--- config.mk ---
export PLATFORM = sky130hd
export DESIGN_NAME = pixcap_top
export DESIGN_NICKNAME = d
export VERILOG_FILES = /design/src/rtl/pixcap_pkg.sv /design/src/rtl/pixcap_cfg.sv /design/src/rtl/pixcap_capture.sv /design/src/rtl/pixcap_lane.sv /design/src/rtl/pixcap_top.sv
export SDC_FILE = /design/constraint.sdc
export NUM_CORES = 1
export LEC_CHECK = 0
export CAP_MARGIN = 0
export CORE_AREA = 2 2 79 138
export DETAILED_ROUTE_END_ITERATION = 10
export DIE_AREA = 0 0 81 140
export HOLD_SLACK_MARGIN = 0.03
export PLACE_DENSITY = 0.82
export SLEW_MARGIN = 30
export SYNTH_ARGS = -nofsm -noshare
export SYNTH_HDL_FRONTEND = slang
export SYNTH_SLANG_ARGS = --single-unit
--- constraint.sdc ---
create_clock -name clk_cap -period 4.3 [get_ports clk_cap]
set_input_delay 1.29 -clock clk_cap [delete_from_list [all_inputs] [get_ports clk_cap]]
set_output_delay 1.29 -clock clk_cap [all_outputs]
set_load 0.01 [all_outputs]
--- src/rtl/pixcap_pkg.sv ---
`timescale 1ns/1ps
package pixcap_pkg;
    localparam int HALF_W = 12;
    localparam int PIX_W  = 2 * HALF_W;
    localparam int CTL_W  = 3;
    localparam int N_EDGE = 2;

    typedef struct packed {
        logic full_bus;
        logic rise_edge;
    } cfg_t;

    localparam cfg_t CFG_DEFAULT = '{full_bus: 1'b1, rise_edge: 1'b1};

    typedef struct packed {
        logic [PIX_W-1:0] pix;
        logic             de;
        logic             hs;
        logic             vs;
        logic [CTL_W-1:0] ctl;
    } samp_t;

    typedef struct packed {
        logic [PIX_W-1:0] pix;
        logic             act;
        logic             hs;
        logic             vs;
        logic [CTL_W-1:0] ctl;
        logic             valid;
    } word_t;
endpackage

--- src/rtl/pixcap_cfg.sv ---
`timescale 1ns/1ps
module pixcap_cfg
    import pixcap_pkg::*;
(
    input  logic clk_i,
    input  logic rst_ni,
    input  logic src_reg_i,
    input  cfg_t strap_i,
    input  logic we_i,
    input  cfg_t wdata_i,
    output cfg_t cfg_o
);
    typedef struct packed {
        cfg_t regs;
    } cfg_st_t;

    localparam cfg_st_t ST_RESET = '{regs: CFG_DEFAULT};

    cfg_st_t st_d, st_q;
    logic    reg_rst_n;

    // Register file is held in reset whenever the register source is deselected.
    assign reg_rst_n = rst_ni & src_reg_i;

    always_comb begin
        st_d = st_q;
        if (we_i) begin
            st_d.regs = wdata_i;
        end
    end

    always_ff @(posedge clk_i or negedge reg_rst_n) begin
        if (!reg_rst_n) begin
            st_q <= ST_RESET;
        end else begin
            st_q <= st_d;
        end
    end

    assign cfg_o = src_reg_i ? st_q.regs : strap_i;

    // Registers are back at their default when the register source is re-selected.
    assert_regs_default_R8: assert property (@(posedge clk_i) disable iff (!rst_ni)
        $rose(src_reg_i) |-> (st_q.regs == CFG_DEFAULT))
        else $error("R8: registers not restored to default");
endmodule

--- src/rtl/pixcap_capture.sv ---
`timescale 1ns/1ps
module pixcap_capture
    import pixcap_pkg::*;
#(
    parameter bit RISING = 1'b1
)(
    input  logic  clk_i,
    input  logic  rst_ni,
    input  samp_t bus_i,
    output samp_t samp_o
);
    logic  edge_clk;
    samp_t samp_d, samp_q;

    assign edge_clk = RISING ? clk_i : ~clk_i;

    always_comb begin
        samp_d = bus_i;
    end

    always_ff @(posedge edge_clk or negedge rst_ni) begin
        if (!rst_ni) begin
            samp_q <= '0;
        end else begin
            samp_q <= samp_d;
        end
    end

    assign samp_o = samp_q;
endmodule

--- src/rtl/pixcap_lane.sv ---
`timescale 1ns/1ps
module pixcap_lane
    import pixcap_pkg::*;
#(
    parameter bit RISING = 1'b1
)(
    input  logic              clk_i,
    input  logic              rst_ni,
    input  cfg_t              cfg_i,
    input  samp_t             prim_i,
    input  logic [HALF_W-1:0] sec_half_i,
    output word_t             word_o
);
    localparam logic MY_EDGE = RISING;

    typedef struct packed {
        cfg_t  last_cfg;
        logic  seen;
        word_t b;
        word_t o;
    } lane_st_t;

    localparam lane_st_t ST_RESET = '{last_cfg: CFG_DEFAULT, seen: 1'b0, b: '0, o: '0};

    logic             lane_clk;
    lane_st_t         st_d, st_q;
    logic [PIX_W-1:0] joined;
    logic             cfg_same;
    logic             is_primary;

    assign lane_clk = RISING ? clk_i : ~clk_i;

    always_comb begin
        is_primary = (cfg_i.rise_edge == MY_EDGE);
        cfg_same   = (cfg_i == st_q.last_cfg);
        joined     = cfg_i.full_bus ? prim_i.pix
                                    : {sec_half_i, prim_i.pix[HALF_W-1:0]};

        st_d          = st_q;
        st_d.last_cfg = cfg_i;
        st_d.seen     = 1'b1;

        // Stage B: assemble and tag the word sampled on the previous primary edge.
        st_d.b.act   = prim_i.de;
        st_d.b.pix   = prim_i.de ? joined : '0;
        st_d.b.hs    = prim_i.de ? 1'b0 : prim_i.hs;
        st_d.b.vs    = prim_i.de ? 1'b0 : prim_i.vs;
        st_d.b.ctl   = prim_i.de ? '0 : prim_i.ctl;
        st_d.b.valid = st_q.seen && cfg_same && is_primary;

        // Stage O: output register, invalidated again if the setting moved.
        st_d.o       = st_q.b;
        st_d.o.valid = st_q.b.valid && cfg_same && is_primary;
    end

    always_ff @(posedge lane_clk or negedge rst_ni) begin
        if (!rst_ni) begin
            st_q <= ST_RESET;
        end else begin
            st_q <= st_d;
        end
    end

    assign word_o = st_q.o;

    // Half-width join: primary half low, opposite-edge half high.
    assert_dual_join_R2: assert property (@(posedge lane_clk) disable iff (!rst_ni)
        (prim_i.de && !cfg_i.full_bus) |=>
        (st_q.b.pix == {$past(sec_half_i), $past(prim_i.pix[HALF_W-1:0])}))
        else $error("R2: halves joined wrongly");

    assert_active_clear_R5: assert property (@(posedge lane_clk) disable iff (!rst_ni)
        prim_i.de |=> (st_q.b.act && !st_q.b.hs && !st_q.b.vs && (st_q.b.ctl == '0)))
        else $error("R5: active word carries control");

    assert_blank_ctl_R6: assert property (@(posedge lane_clk) disable iff (!rst_ni)
        !prim_i.de |=> (!st_q.b.act && (st_q.b.pix == '0) &&
                        (st_q.b.ctl == $past(prim_i.ctl)) &&
                        (st_q.b.hs == $past(prim_i.hs)) && (st_q.b.vs == $past(prim_i.vs))))
        else $error("R6: blanking word wrong");

    assert_change_gap_R9: assert property (@(posedge lane_clk) disable iff (!rst_ni)
        (cfg_i != st_q.last_cfg) |=> (!st_q.o.valid ##1 !st_q.o.valid))
        else $error("R9: valid word too soon after change");
endmodule

--- src/rtl/pixcap_top.sv ---
`timescale 1ns/1ps
module pixcap_top
    import pixcap_pkg::*;
(
    input  logic             clk_cap,
    input  logic             rst_n,
    input  logic             src_reg_sel,
    input  logic             strap_full_bus,
    input  logic             strap_rise_edge,
    input  logic             cfg_we,
    input  logic             cfg_full_bus,
    input  logic             cfg_rise_edge,
    input  logic [PIX_W-1:0] bus_pix,
    input  logic             bus_de,
    input  logic             bus_hsync,
    input  logic             bus_vsync,
    input  logic [CTL_W-1:0] bus_ctl,
    output logic [PIX_W-1:0] pix_out,
    output logic             out_active,
    output logic             out_hsync,
    output logic             out_vsync,
    output logic [CTL_W-1:0] out_ctl,
    output logic             out_valid
);
    cfg_t  strap_cfg, wr_cfg, cfg_eff;
    samp_t bus_s;
    samp_t cap_s  [N_EDGE];
    word_t lane_w [N_EDGE];
    word_t sel_w;

    assign strap_cfg = '{full_bus: strap_full_bus, rise_edge: strap_rise_edge};
    assign wr_cfg    = '{full_bus: cfg_full_bus,   rise_edge: cfg_rise_edge};
    assign bus_s     = '{pix: bus_pix, de: bus_de, hs: bus_hsync, vs: bus_vsync, ctl: bus_ctl};

    pixcap_cfg i_cfg (
        .clk_i     (clk_cap),
        .rst_ni    (rst_n),
        .src_reg_i (src_reg_sel),
        .strap_i   (strap_cfg),
        .we_i      (cfg_we),
        .wdata_i   (wr_cfg),
        .cfg_o     (cfg_eff)
    );

    // Index 0 works on the rising edge, index 1 on the falling edge.
    for (genvar g = 0; g < N_EDGE; g++) begin : g_edge
        pixcap_capture #(.RISING(g == 0)) i_cap (
            .clk_i  (clk_cap),
            .rst_ni (rst_n),
            .bus_i  (bus_s),
            .samp_o (cap_s[g])
        );

        pixcap_lane #(.RISING(g == 0)) i_lane (
            .clk_i      (clk_cap),
            .rst_ni     (rst_n),
            .cfg_i      (cfg_eff),
            .prim_i     (cap_s[g]),
            .sec_half_i (cap_s[N_EDGE-1-g].pix[HALF_W-1:0]),
            .word_o     (lane_w[g])
        );
    end

    always_comb begin
        sel_w = cfg_eff.rise_edge ? lane_w[0] : lane_w[1];
    end

    assign pix_out    = sel_w.pix;
    assign out_active = sel_w.act;
    assign out_hsync  = sel_w.hs;
    assign out_vsync  = sel_w.vs;
    assign out_ctl    = sel_w.ctl;
    assign out_valid  = sel_w.valid;

    assert_reset_quiet_R10: assert property (@(posedge clk_cap)
        !rst_n |-> (!out_valid && (pix_out == '0) && !out_active))
        else $error("R10: outputs not cleared in reset");
endmodule

==> impl_metrics.csv, run 1 <==
group,metric,value,unit
status,run_status,"finished, violations left",
status,violations,"setup timing",
setup_path,ff2ff_path_depth,5,
cells_and_area,areaGrowthSynthToFinish,28.1,%
worst_hold_path,hold-path-cell-count,0,
sta,max_slew_margin,37.3,%
power_and_ir_drop,pwr-share-clk,40.3,%
grt,global_route_wire_length_before_repair,17000,um
cells_and_area,final_cell_mix,"sky130_fd_sc_hd__dfrtp_1, sky130_fd_sc_hd__dfrtn_1, sky130_fd_sc_hd__nand2_1, sky130_fd_sc_hd__clkdlybuf4s50_1, sky130_fd_sc_hd__buf_6",
floorplan,dieHeight,140,um
sta,setup_repair_after_global_routing_missed_its_margin,"true",
setup_path,critical_path.endpoint_type,"primary output",
power_and_ir_drop,seq_power_share,51.2,%
grt,grt_antenna_before_repair,0,
sta,setup_viol,31,
power_and_ir_drop,total_switching_power,865,uW
routing,route.detailed.drc,0,
power_and_ir_drop,power.internal,2.99,mW
routing,avgViaCountPerCell,5.10,
power_and_ir_drop,p_sw_share,22.5,%
clocking,h-tree-depth,4,
power_and_ir_drop,ir_drop,343,uV
routing,drtPass1Iterations,4,
floorplan,die_w,81,um
setup_path,reg2reg_setup_slack,0.81,ns
synth,yosysWarnings,0,
sta,final_worst_path_setup_slack,-0.281,ns
routing,detail_route.iter0.violations,235,
power_and_ir_drop,combPwrFrac,8.5,%
sta,finClkSkew,0.0564,ns
routing,ant_nets,0,
grt,global_route.overflow_total,0,
clocking,number_of_buffers_between_clock_root_and_the_deepest_sink,2,
routing,detail_route.wl_per_cell,18.0,um
placement,post-dp-hpwl,6300,um
sta,worst_pin_slew,0.941,ns
placement,postPlaceCellArea,6880,um2
setup_path,cp-start-kind,"flop",
sta,slew_viol_final,0,
clocking,cts.clk_slew.worst_paths,0.05,ns
job,drv.max_cap_violation_count,0,
grt,grt_max_degree,37,
clocking,cts_tree,"built",
clocking,sinks_on_the_clock_net,192,
sta,accumulated_negative_setup_slack,-7.66,ns
setup_path,timing.critical_path.arrival,3.29,ns
power_and_ir_drop,p_leak,3.66,nW
sta,timing.final.hold_violations,0,
clocking,cts_buffers,17,
synth,synthesis.instances,359,
routing,num_vias,3022,
cells_and_area,final_net_count,490,
setup_path,timing_worst_setup_path_type,"reg -> out",
cells_and_area,final_layout_size_suffix_gt1_share,26.5,%
cells_and_area,finalInstanceArea,7640,um2
synth,synth_seq_area_share,80.7,%
synth,syn_avg_cell_area,16.6,um2
clocking,cts_root_buf,"sky130_fd_sc_hd__clkbuf_16",
floorplan,dieArea,11300,um2
routing,totalWireLength,10700,um
power_and_ir_drop,p_per_area,504,nW/um2
synth,synth.cell_area,5960,um2
floorplan,initial_utilization,58.6,%
placement,globalplace.congestion,0.739,
setup_path,worstPathMaxFanout,1,
worst_hold_path,min_path_type,"reg -> reg",
setup_path,critical_path_required,3.01,ns
synth,cell_variety_after_synth,19,
synth,synth-seq-cells,192,
cells_and_area,n_fill_cell,588,
clocking,clk_latency,0.45,ns
floorplan,design.portCount,69,
floorplan,design.core.area,10200,um2
placement,place.port_buffers,68,
sta,timing.hold.ws,0.292,ns
floorplan,placementRows,49,
grt,gr-usage-all-layers,21.0,%
grt,grt_pass1_vias,3373,
cells_and_area,number_of_antenna_diodes,0,
==> cells in the mapped netlist <==
cell type / instances / area share [%]
sky130_fd_sc_hd__mux2_2: 33 / 6.2
sky130_fd_sc_hd__dfrtn_1: 93 / 39
sky130_fd_sc_hd__dfstp_2: 6 / 2.6
sky130_fd_sc_hd__xnor2_1: 2 / 0.29
sky130_fd_sc_hd__buf_6: 5 / 0.94
sky130_fd_sc_hd__clkbuf_1: 7 / 0.44
sky130_fd_sc_hd__inv_2: 1 / 0.063
sky130_fd_sc_hd__mux2i_4: 2 / 0.76
sky130_fd_sc_hd__buf_2: 1 / 0.084
sky130_fd_sc_hd__nor2b_1: 10 / 1.0
sky130_fd_sc_hd__a21boi_1: 4 / 0.50
sky130_fd_sc_hd__and2_1: 25 / 2.6
sky130_fd_sc_hd__inv_1: 2 / 0.13
sky130_fd_sc_hd__nor3_1: 2 / 0.17
sky130_fd_sc_hd__conb_1: 1 / 0.063
sky130_fd_sc_hd__a21boi_0: 20 / 2.5
sky130_fd_sc_hd__nor4b_1: 2 / 0.29
sky130_fd_sc_hd__dfrtp_1: 93 / 39
sky130_fd_sc_hd__nand2_1: 50 / 3.1
==> logic make-up (layout without fill, tap and decap cells) <==
kind of cell	Yosys count	after routing	share of synthesized area, %
buffers and inverters	16	121	1.66
AO/OA/AOI/OAI	24	24	3.02
other	1	2	0.0629
flip-flops	192	192	80.7
multiplexers	35	35	6.99
AND/OR/NAND/NOR	89	89	7.28
XOR/XNOR	2	2	0.294
==> power groups by stage <==
stage               Clock (mW)  Sequential [mW]  Combinational (mW)
floorplan              0.00437             1.98               0.132
global placement       0.00437             1.99               0.280
finish                    1.55             1.97               0.329
detailed placement     0.00437             2.00               0.293
CTS                       1.57             1.97               0.332
global route              1.66             1.98               0.356
==> sequential cells by signal, indices dropped and copies added (netlist names) <==
register	count
i_cfg.st_q	2
g_edge.i_lane.st_q	8
g_edge.i_lane.word_o	62
g_edge.i_cap.samp_o	60
g_edge.i_lane.st_d	60
==> stage by stage <==
step	instances	power, mW	worst slack [ns]	util [%]
after floorplan	360	2.11	0.0147	-
after global placement	558	2.27	-0.626	67.6
after detailed placement	558	2.29	-0.739	67.6
after CTS	591	3.88	-0.289	75.0
after global routing	592	3.99	-0.302	75.1
final	592	3.85	-0.281	75.1
==> worst max-delay path, cell delays in order, from the launching register on <==
cell and delay [ns]:
sky130_fd_sc_hd__dfrtn_1 0.34, sky130_fd_sc_hd__mux2_4 0.27, sky130_fd_sc_hd__buf_6 0.13
==> worst paths after layout <==
check,startpoint,endpoint
max in group asynchronous,rst_n,g_edge[1].i_lane.word_o[15]
setup reg to reg,i_cfg.st_q[1],g_edge[1].i_lane.st_d[26]
setup / recovery,g_edge[1].i_lane.word_o[26],pix_out[19]
hold reg to reg,g_edge[1].i_lane.st_d[9],g_edge[1].i_lane.word_o[9]
hold / removal,g_edge[1].i_lane.st_d[9],g_edge[1].i_lane.word_o[9]
min in group asynchronous,rst_n,g_edge[0].i_cap.samp_o[13]
==> metal layers <==
metal / up-vias / routed length, um / GRT usage, %
li1: 1333 / - / -
met1: 1598 / 3950 / 24.0
met2: 74 / 6140 / 36.5
met3: 17 / 368 / 5.93
met4: 0 / 209 / 8.56
met5: - / 0 / 0
==> layout make-up <==
class	instances	area (um2)	area share, %
clock buffer	19	443	5.80
inverter	2	10.0	0.131
tap	127	159	2.08
timing repair buffer	85	886	11.6
clock inverter	15	156	2.05
sequential	192	4810	63.0
multi-input combinational	152	1170	15.3
==> timing repair <==
action / in CTS / in global routing
endpoints found under the setup margin: 46 / 35
buffers inserted: 0 / 1
gates resized for setup: 192 / 0
hold buffers: 0 / 0
No activity file was read; power rests on OpenSTA's default activity.
==> run 2: changes to the inputs <==
--- a/config.mk
+++ b/config.mk
@@ -11,6 +11,7 @@
 export DIE_AREA = 0 0 81 140
 export HOLD_SLACK_MARGIN = 0.03
 export PLACE_DENSITY = 0.82
+export SKIP_LAST_GASP = 1
 export SLEW_MARGIN = 30
 export SYNTH_ARGS = -nofsm -noshare
 export SYNTH_HDL_FRONTEND = slang
==> results of run 2 <==
Final layout, timing and power as in run 1 (identical DEF).
==> run 3: changes to the inputs <==
--- a/config.mk
+++ b/config.mk
@@ -6,11 +6,11 @@
 export NUM_CORES = 1
 export LEC_CHECK = 0
 export CAP_MARGIN = 0
-export CORE_AREA = 2 2 79 138
+export CORE_AREA = 2 2 91 158
 export DETAILED_ROUTE_END_ITERATION = 10
-export DIE_AREA = 0 0 81 140
+export DIE_AREA = 0 0 93 160
 export HOLD_SLACK_MARGIN = 0.03
-export PLACE_DENSITY = 0.82
+export SETUP_SLACK_MARGIN = 0.2
 export SKIP_LAST_GASP = 1
 export SLEW_MARGIN = 30
 export SYNTH_ARGS = -nofsm -noshare
==> run 3 against run 2 <==
  * The run still ends with setup timing left
  * Utilization down 18 points
  * Clock power is 5% higher
  * Global-route usage decreased by 6.8 points
  * Critical path depth did not move
  * Hold slack lost 0.00087 ns
  * Die area grew 31%
  * Count of clock-buffer cells in the layout did not move
  * Critical endpoint is now pix_out[5]
  * Largest cell class unchanged
  * Highest routed layer unchanged
==> impl_metrics.csv, run 3 (synthesis results as in run 1) <==
group,metric,value,unit
status,run_status,"finished, violations left",
status,violations,"setup timing",
grt,grt_pass1_vias,3288,
floorplan,design.portCount,69,
cells_and_area,largest_register_ffs,62,
setup_path,critical_path.endpoint_type,"primary output",
routing,totalWireLength,9650,um
placement,post-dp-hpwl,6140,um
worst_hold_path,min_path_type,"reg -> reg",
sta,slew_viol_final,0,
placement,place.port_buffers,68,
sta,max_slew_margin,58.2,%
cells_and_area,number_of_antenna_diodes,0,
cells_and_area,fin_cells,645,
clocking,cts.clk_slew.worst_paths,0.05,ns
sta,worst_pin_slew,0.627,ns
sta,setup_viol,31,
placement,place.detailed.instances,610,
grt,gr-usage-all-layers,14.2,%
setup_path,critical_path_required,3.01,ns
floorplan,design.core.area,13700,um2
clocking,cts_buffers,17,
sta,final_worst_path_setup_slack,-0.255,ns
setup_path,worst_setup_path_startpoint,"g_edge[1].i_lane.word_o[12]",
clocking,clk_latency,0.44,ns
clocking,h-tree-depth,4,
clocking,sinks_on_the_clock_net,192,
setup_path,timing_worst_setup_path_type,"reg -> out",
routing,detail_route.wl_per_cell,15.0,um
grt,grt_max_degree,44,
power_and_ir_drop,p_leak,3.73,nW
routing,num_vias,2965,
routing,detail_route.iter0.violations,86,
floorplan,placementRows,57,
floorplan,dieArea,14900,um2
power_and_ir_drop,finalPower,3.93,mW
setup_path,timing.critical_path.arrival,3.27,ns
sta,timing.final.hold_violations,0,
clocking,cts_tree,"built",
routing,route.detailed.drc,0,
grt,global_route_wire_length_before_repair,15800,um
worst_hold_path,worst_min_delay_path_startpoint,"g_edge[1].i_lane.st_d[27]",
power_and_ir_drop,p_per_area,501,nW/um2
clocking,number_of_buffers_between_clock_root_and_the_deepest_sink,2,
sta,setup_repair_after_global_routing_missed_its_margin,"true",
floorplan,initial_utilization,43.5,%
placement,globalplace.congestion,0.700,
cells_and_area,areaGrowthSynthToFinish,31.7,%
clocking,cts_root_buf,"sky130_fd_sc_hd__clkbuf_16",
routing,avgViaCountPerCell,4.60,
power_and_ir_drop,ir_drop,297,uV
job,drv.max_cap_violation_count,0,
cells_and_area,final_layout_size_suffix_gt1_share,28.4,%
setup_path,timing.rr.start,"i_cfg.st_q[1]",
sta,finClkSkew,0.0496,ns
routing,drtPass1Iterations,4,
cells_and_area,final_net_count,493,
floorplan,die_w,93,um
routing,ant_nets,0,
sta,timing.hold.ws,0.291,ns
floorplan,dieHeight,160,um
setup_path,cp-start-kind,"flop",
clocking,cts_hold_repair.buffers,0,
grt,global_route.overflow_total,0,
setup_path,worstPathMaxFanout,1,
cells_and_area,final_cell_mix,"sky130_fd_sc_hd__dfrtn_1, sky130_fd_sc_hd__dfrtp_1, sky130_fd_sc_hd__nand2_1, sky130_fd_sc_hd__clkdlybuf4s50_1",
cells_and_area,most_common_library_cell_in_the_layout_ignoring_fill_and_taps,"sky130_fd_sc_hd__dfrtn_1",
grt,grt_antenna_before_repair,0,
[run 3: cell types whose count changed in the layout (fill, tap and decap cells not counted), sizes merged]
cell	delta
clkbuf	+2
buf	+2
clkdlybuf4s15	-1
clkinv	-2
bufinv	+1
clkinvlp	+1
[run 3: metal layers]
layer | global-route usage, % | share of wire (%) | routed length, um | vias to the layer above
met4 | 6.82 | 2.3 | 218 | 0
met1 | 15.6 | 38 | 3660 | 1547
met2 | 25.5 | 56 | 5440 | 58
li1 | - | - | - | 1340
met5 | 0 | 0 | 0 | -
met3 | 3.11 | 3.3 | 323 | 20
[run 3: stage by stage]
step / setup WS [ns] / util [%] / setup TNS [ns] / area (um2)
after detailed placement: -0.608 / 51.0 / -21.47 / 6980
after global placement: -0.570 / 50.9 / -20.76 / 6970
after CTS: -0.269 / 56.9 / -7.87 / 7790
final: -0.255 / 57.4 / -7.39 / 7850
after global routing: -0.282 / 57.4 / -8.40 / 7850
after floorplan: 0.0398 / - / 0 / 5980
[run 3: layout make-up]
cell class | count | area (um2)
fill | 1097 | 5840
clock buffer | 19 | 453
timing repair buffer | 88 | 962
clock inverter | 15 | 181
tap | 177 | 221
sequential | 192 | 4810
multi-input combinational | 152 | 1200
inverter | 2 | 17.5
[run 3: worst paths after layout]
kind	end	slack, ns	cells after the start
worst max-delay path	pix_out[5]	-0.26	2
worst min-delay path	g_edge[1].i_lane.word_o[27]	0.29	0
worst max register to register	g_edge[1].i_lane.st_d[21]	0.89	5
worst min register to register	g_edge[1].i_lane.word_o[27]	0.29	0
max in group asynchronous	g_edge[1].i_lane.word_o[20]	0.91	2
min in group asynchronous	g_edge[0].i_cap.samp_o[13]	0.77	1
[run 3: critical path, stage by stage, from the launching register on]
cell,delay [ns]
sky130_fd_sc_hd__dfrtn_1,0.33
sky130_fd_sc_hd__mux2_4,0.27
sky130_fd_sc_hd__buf_6,0.12
[run 3: power breakdown]
group	internal (mW)	total, mW	switching [mW]	leakage (nW)
combinational	0.192	0.349	0.157	1.04
sequential	1.92	1.96	0.0406	2.39
clock	0.961	1.62	0.660	0.307
total	3.08	3.93	0.857	3.73
[run 3: repair_timing]
action                                  4_1_cts  5_1_grt
gates cloned                                  0        1
hold endpoints to repair                      0        0
endpoints found under the setup margin       47       43
gates resized for setup                     190       14
setup buffers                                 1        0
